File: config.mk
export PLATFORM = sky130hd
export DESIGN_NAME = bitspread_pwm_bank
export DESIGN_NICKNAME = d
export VERILOG_FILES = /design/src/rtl/bsp_pkg.sv /design/src/rtl/bsp_timebase.sv /design/src/rtl/bsp_chan_regs.sv /design/src/rtl/bsp_slot_weight.sv /design/src/rtl/bitspread_pwm_bank.sv
export SDC_FILE = /design/constraint.sdc
export NUM_CORES = 1
export LEC_CHECK = 0
export ABC_AREA = 1
export BUFFER_PORTS_ARGS = -buffer_cell sky130_fd_sc_hd__buf_2
export CAP_MARGIN = 5
export CELL_PAD_IN_SITES_DETAIL_PLACEMENT = 1
export CELL_PAD_IN_SITES_GLOBAL_PLACEMENT = 1
export CORE_MARGIN = 2
export CORE_UTILIZATION = 47
export CTS_CLUSTER_SIZE = 30
export DETAILED_ROUTE_END_ITERATION = 10
export HOLD_SLACK_MARGIN = 0.1
export PLACE_DENSITY = 0.88
export SYNTH_ARGS = -nofsm -noshare
export SYNTH_HDL_FRONTEND = slang
export SYNTH_SLANG_ARGS = --single-unit
File: constraint.sdc
create_clock -name clk -period 4.6 [get_ports clk]
set_input_delay 0.23 -clock clk [delete_from_list [all_inputs] [get_ports clk]]
set_output_delay 0.23 -clock clk [all_outputs]
set_load 0.005 [all_outputs]
File: src/rtl/bsp_pkg.sv
`timescale 1ns/1ps
package bsp_pkg;
  // Slot index and duty code share one width: 2**SLOT_BITS slots per frame.
  localparam int unsigned SLOT_BITS = 6;
  localparam int unsigned NUM_SLOTS = 1 << SLOT_BITS;

  typedef logic [SLOT_BITS-1:0] slot_t;
endpackage

File: src/rtl/bsp_timebase.sv
`timescale 1ns/1ps
module bsp_timebase
  import bsp_pkg::*;
#(
  parameter int unsigned PRESC = 4
) (
  input  logic  clk,
  input  logic  rst,
  output slot_t slot_idx,
  output logic  slot_tick,
  output logic  frame_wrap
);
  generate
    if (PRESC <= 1) begin : g_nodiv
      assign slot_tick = 1'b1;
    end else begin : g_div
      localparam int unsigned PC_W = $clog2(PRESC);
      localparam logic [PC_W-1:0] PC_LAST = PC_W'(PRESC - 1);
      logic [PC_W-1:0] pc;

      always_ff @(posedge clk) begin
        if (rst) begin
          pc <= '0;
        end else if (pc == PC_LAST) begin
          pc <= '0;
        end else begin
          pc <= pc + 1'b1;
        end
      end

      assign slot_tick = (pc == PC_LAST);
    end
  endgenerate

  always_ff @(posedge clk) begin
    if (rst) begin
      slot_idx <= '0;
    end else if (slot_tick) begin
      slot_idx <= slot_idx + 1'b1;
    end
  end

  // Last clock of slot 63: the next edge starts a new frame.
  assign frame_wrap = slot_tick && (slot_idx == '1);
endmodule

File: src/rtl/bsp_chan_regs.sv
`timescale 1ns/1ps
module bsp_chan_regs
  import bsp_pkg::*;
#(
  parameter int unsigned NCH  = 8,
  parameter int unsigned CH_W = 3
) (
  input  logic                  clk,
  input  logic                  rst,
  input  logic                  wr_en,
  input  logic [CH_W-1:0]       wr_ch,
  input  slot_t                 wr_duty,
  input  logic                  wr_pwm_sel,
  input  logic                  frame_wrap,
  output logic [NCH-1:0][SLOT_BITS-1:0] act_duty,
  output logic [NCH-1:0]        sel_q,
  output logic [NCH-1:0]        cfg_q
);
  for (genvar i = 0; i < NCH; i++) begin : g_ch
    slot_t pend_q;
    logic  hit;

    assign hit = wr_en && (wr_ch == CH_W'(i));

    always_ff @(posedge clk) begin
      if (rst) begin
        pend_q      <= '0;
        act_duty[i] <= '0;
        sel_q[i]    <= 1'b0;
        cfg_q[i]    <= 1'b0;
      end else begin
        if (hit) begin
          pend_q   <= wr_duty;
          sel_q[i] <= wr_pwm_sel;
          cfg_q[i] <= 1'b1;
        end
        // Working copy changes only as the frame wraps; a write on that
        // same edge is forwarded so it is not held back a whole frame.
        if (frame_wrap) begin
          act_duty[i] <= hit ? wr_duty : pend_q;
        end
      end
    end
  end
endmodule

File: src/rtl/bsp_slot_weight.sv
`timescale 1ns/1ps
module bsp_slot_weight
  import bsp_pkg::*;
(
  input  slot_t slot_idx,
  input  slot_t duty,
  output logic  on
);
  // A slot belongs to the duty bit selected by its lowest set bit:
  // lowest set bit at position k -> duty bit (SLOT_BITS-1-k).
  logic [SLOT_BITS-1:0] hit;

  for (genvar k = 0; k < SLOT_BITS; k++) begin : g_w
    if (k == 0) begin : g_lsb
      assign hit[k] = slot_idx[0] && duty[SLOT_BITS-1];
    end else begin : g_up
      assign hit[k] = slot_idx[k] && (slot_idx[k-1:0] == '0)
                      && duty[SLOT_BITS-1-k];
    end
  end

  assign on = |hit;
endmodule

File: src/rtl/bitspread_pwm_bank.sv
`timescale 1ns/1ps
module bitspread_pwm_bank
  import bsp_pkg::*;
#(
  parameter int unsigned NCH   = 8,
  parameter int unsigned PRESC = 4,
  localparam int unsigned CH_W = (NCH > 1) ? $clog2(NCH) : 1
) (
  input  logic            clk,
  input  logic            rst,
  input  logic            wr_en,
  input  logic [CH_W-1:0] wr_ch,
  input  logic [5:0]      wr_duty,
  input  logic            wr_pwm_sel,
  input  logic [NCH-1:0]  port_dout,
  output logic [NCH-1:0]  pin_out,
  output logic [NCH-1:0]  pin_oe
);
  slot_t                         slot_idx;
  logic                          slot_tick;
  logic                          frame_wrap;
  logic [NCH-1:0][SLOT_BITS-1:0] act_q;
  logic [NCH-1:0]                sel_q;
  logic [NCH-1:0]                cfg_q;
  logic [NCH-1:0]                pwm_on;

  bsp_timebase #(.PRESC(PRESC)) u_tb (
    .clk        (clk),
    .rst        (rst),
    .slot_idx   (slot_idx),
    .slot_tick  (slot_tick),
    .frame_wrap (frame_wrap)
  );

  bsp_chan_regs #(.NCH(NCH), .CH_W(CH_W)) u_regs (
    .clk        (clk),
    .rst        (rst),
    .wr_en      (wr_en),
    .wr_ch      (wr_ch),
    .wr_duty    (wr_duty),
    .wr_pwm_sel (wr_pwm_sel),
    .frame_wrap (frame_wrap),
    .act_duty   (act_q),
    .sel_q      (sel_q),
    .cfg_q      (cfg_q)
  );

  for (genvar i = 0; i < NCH; i++) begin : g_out
    bsp_slot_weight u_w (
      .slot_idx (slot_idx),
      .duty     (act_q[i]),
      .on       (pwm_on[i])
    );

    always_ff @(posedge clk) begin
      if (rst) begin
        pin_out[i] <= 1'b0;
        pin_oe[i]  <= 1'b0;
      end else begin
        pin_out[i] <= sel_q[i] ? pwm_on[i] : port_dout[i];
        pin_oe[i]  <= cfg_q[i];
      end
    end
  end
endmodule

==> impl_metrics.tcl <==
set metrics [dict create \
    run_status "complete, but fails checks" \
    violations "DRC" \
    grtUsageTotal 0.279 \
    synthAdderAreaFrac 0.00893 \
    worst_pin_slew_ns 1.34 \
    path_class "reg2reg" \
    crit_fanout 56 \
    hold_depth 3 \
    peakVddDrop_mv 0.256 \
    cpMaxStageDelayCell "dfxtp_1" \
    cp.arrival_ns 2.96 \
    hold_end "u_regs.g_ch[1].pend_q[1]" \
    rsz0062_at_grt "false" \
    netlist_area_um2 5610 \
    antenna_cells 0 \
    avgSynthCellArea_um2 6.91 \
    synth_cell_type_count 23 \
    netlist_instances 811 \
    ys_top_cells_by_area "dfxtp_1, nand2_1, nor2_1" \
    critPathLaunchType "register" \
    crit_family "simple AND/OR/NAND/NOR gates" \
    rr_startpoint "u_tb.slot_idx[0]" \
    dp_cells 952 \
    cts_resized 0 \
    portBuffers 36 \
    p_leak_nw 3.06 \
    drc 2 \
    cap_violations 0 \
    min-delay-start "wr_duty[1]" \
    path_cells "ha_1 > nand2_1 > nor2_4 > nand3b_2 > buf_4 > nand2_1 > nand2_1 > nor2_1" \
    viasPerCell 5.25 \
    slowest_delay_ns 0.63 \
    power_mw 2.68 \
    fp.coreArea_um2 11500 \
    detail-route-antenna-nets 0 \
    grt_pass1_wl_mm 27.3 \
    hold_path_class "in2reg" \
    numCtsBuffers 17 \
    nNetsFinal 862 \
    cts_tree "yes" \
    cts_buffer_depth 2 \
    finalCritPeriodShare 0.564 \
    tns_ns 0 \
    r2r_cells 8 \
    synth.area.mux_share 0 \
    finalClockSkew_ns 0.00808 \
    insertion_delay_ns 0.43 \
    rrSetupSlack_ns 2.00 \
    synth.largest_area_cell "dfxtp_1" \
    h-tree-depth 4 \
    max-slew-margin-rel 0.104 \
    synth-xor-area-share 0 \
    end_kind "register" \
    hold_viol_final 0 \
    layoutNonFillerInstCount 993 \
    drt_wl_total_mm 16.9 \
    placementRows 39 \
    ys_seq_area_frac 0.486 \
    root_buffer "clkbuf_16" \
    drive_gt1_frac 0.0859 \
    synth_top_family_by_area "simple AND/OR/NAND/NOR gates" \
    ios 37 \
    fmax_ghz 0.385 \
    critPathRequiredTime_ns 4.96 \
    grt_antenna_before_repair 0 \
    powerDensity_nw_per_um2 415 \
    finalSetupViolCount 0 \
    die_x_um 113 \
    synth-seq-cells 136 \
    first_iter_violations 383 \
    wire_per_inst_um 17.0 \
    dp_hpwl_mm 10.8 \
    overflow 0 \
    synthSimpleGateAreaFrac 0.351 \
    dr.pass1.iters 10 \
    vias 5213 \
    cp_num_buf_inv 1 \
    cp_common_cell "nand2_1" \
    area_growth_pct 15.1 \
    gp_congestion 0.818 \
    synth-compound-area-share 0.0645 \
    clkTransAtPathRegs_ns 0.06 \
    synth_top_area_share 0.486 \
    die_h_um 113 \
    yosys_warnings 0 \
    grt_pass1_vias 5430 \
    slew_viol_final 0 \
    start_util 0.487 \
    r2r_end "u_regs.act_duty[31]" \
    cts.sinks 136 \
    cp_num_cells 8 \
    synth_nets 836 \
    dieArea_um2 12800 \
    finalCriticalPeriod_ns 2.60 \
    grt_max_degree 69 \
]
-- state kept, by name, indices dropped and copies added (netlist names) --
signal	cells
pin_oe	8
u_tb.slot_idx	6
u_regs.cfg_q	8
u_regs.g_ch.pend_q	48
u_regs.act_duty	48
pin_out	8
u_tb.g_div.pc	2
u_regs.sel_q	8
-- area by class of cell --
class	count	area [um^2]
fill	1524	5060
sequential	136	2720
multi-input combinational	551	2380
clock buffer	22	474
inverter	84	315
timing repair buffer	47	285
tap	143	179
clock inverter	10	100
-- how the worst max path moves through the flow --
stage | startpoint | endpoint | slack [ns]
6_report | u_tb.slot_idx[0] | u_regs.act_duty[31] | 2.00
5_1_grt | u_tb.slot_idx[0] | u_regs.act_duty[24] | 1.82
4_1_cts | u_tb.slot_idx[0] | u_regs.act_duty[31] | 2.05
3_5_place_dp | u_tb.slot_idx[0] | u_regs.act_duty[31] | 2.06
3_3_place_gp | u_tb.slot_idx[0] | u_regs.act_duty[26] | 2.26
2_1_floorplan | u_tb.slot_idx[0] | pin_out[7] | 2.96
-- cell families (layout without fill, tap and decap cells) --
logic type,count (synthesis),count (layout)
buffers and inverters,124,163
DFF,136,136
AOI/OAI and AO/OA,72,72
adders and majority gates,4,4
and+or+nand+nor,475,475
-- layer usage --
metal	routed length, um	global-route usage	vias to the layer above
met5	0	0	-
met4	291	0.123	0
met3	867	0.0546	29
met2	8640	0.489	127
met1	7100	0.330	2514
li1	-	-	2543
-- worst register-to-register path, stage by stage (launching register included) --
cell and delay, ns:
dfxtp_1 0.63, ha_1 0.29, nand2_1 0.10, nor2_4 0.13, nand3b_2 0.47, buf_4 0.52
nand2_1 0.17, nand2_1 0.07, nor2_1 0.14
-- layout by cell type, fill, tap and decap left out, types with 2 or more instances in the layout --
cell type	instances
dfxtp_1	136
clkbuf_8	3
clkinv_2	8
nand2_1	242
a21oi_1	28
nor3_1	3
nand4_1	26
and2_1	30
dlygate4sd3_1	9
buf_4	2
bufinv_16	2
clkbuf_1	2
nor2_1	156
inv_2	2
inv_1	81
o21ai_0	34
o21ai_1	9
clkbuf_16	17
ha_1	4
buf_2	36
nand3_1	14
-- cell usage after synthesis --
cell type,count
nand4_1,26
buf_6,3
and2_1,30
nor2_2,1
a31oi_1,1
nor2_1,156
inv_1,82
dfxtp_1,136
buf_1,2
nand3_1,14
o21ai_0,34
nor3_1,3
clkbuf_1,21
ha_1,4
buf_2,14
nor3b_1,1
nand3b_2,1
a21oi_1,28
clkinv_1,1
nand2_1,242
nor2_4,1
inv_2,1
o21ai_1,9
-- timing repair --
item                      4_1_cts  5_1_grt
hold endpoints to repair       10        0
hold buffers                    9        0
setup buffers                   0        0
-- metrics by stage --
| stage | area [um^2] | util | hold slack, ns | setup WS (ns) |
|---|---|---|---|---|
| final | 6450 | 0.560 | 0.109 | 2.00 |
| after global placement | 5790 | 0.503 | 0.414 | 2.26 |
| after detailed placement | 5790 | 0.503 | 0.427 | 2.06 |
| after CTS | 6450 | 0.560 | 0.107 | 2.05 |
| after floorplan | 5610 | - | 0.396 | 2.96 |
| after global routing | 6450 | 0.560 | 0.123 | 1.82 |
-- where the power goes --
part           total (mW)  switching (mW)  internal (mW)
logic               0.128          0.0895         0.0388
clock network        1.34           0.505          0.831
registers            1.21          0.0103           1.20
No activity file was read; power rests on OpenSTA's default activity.
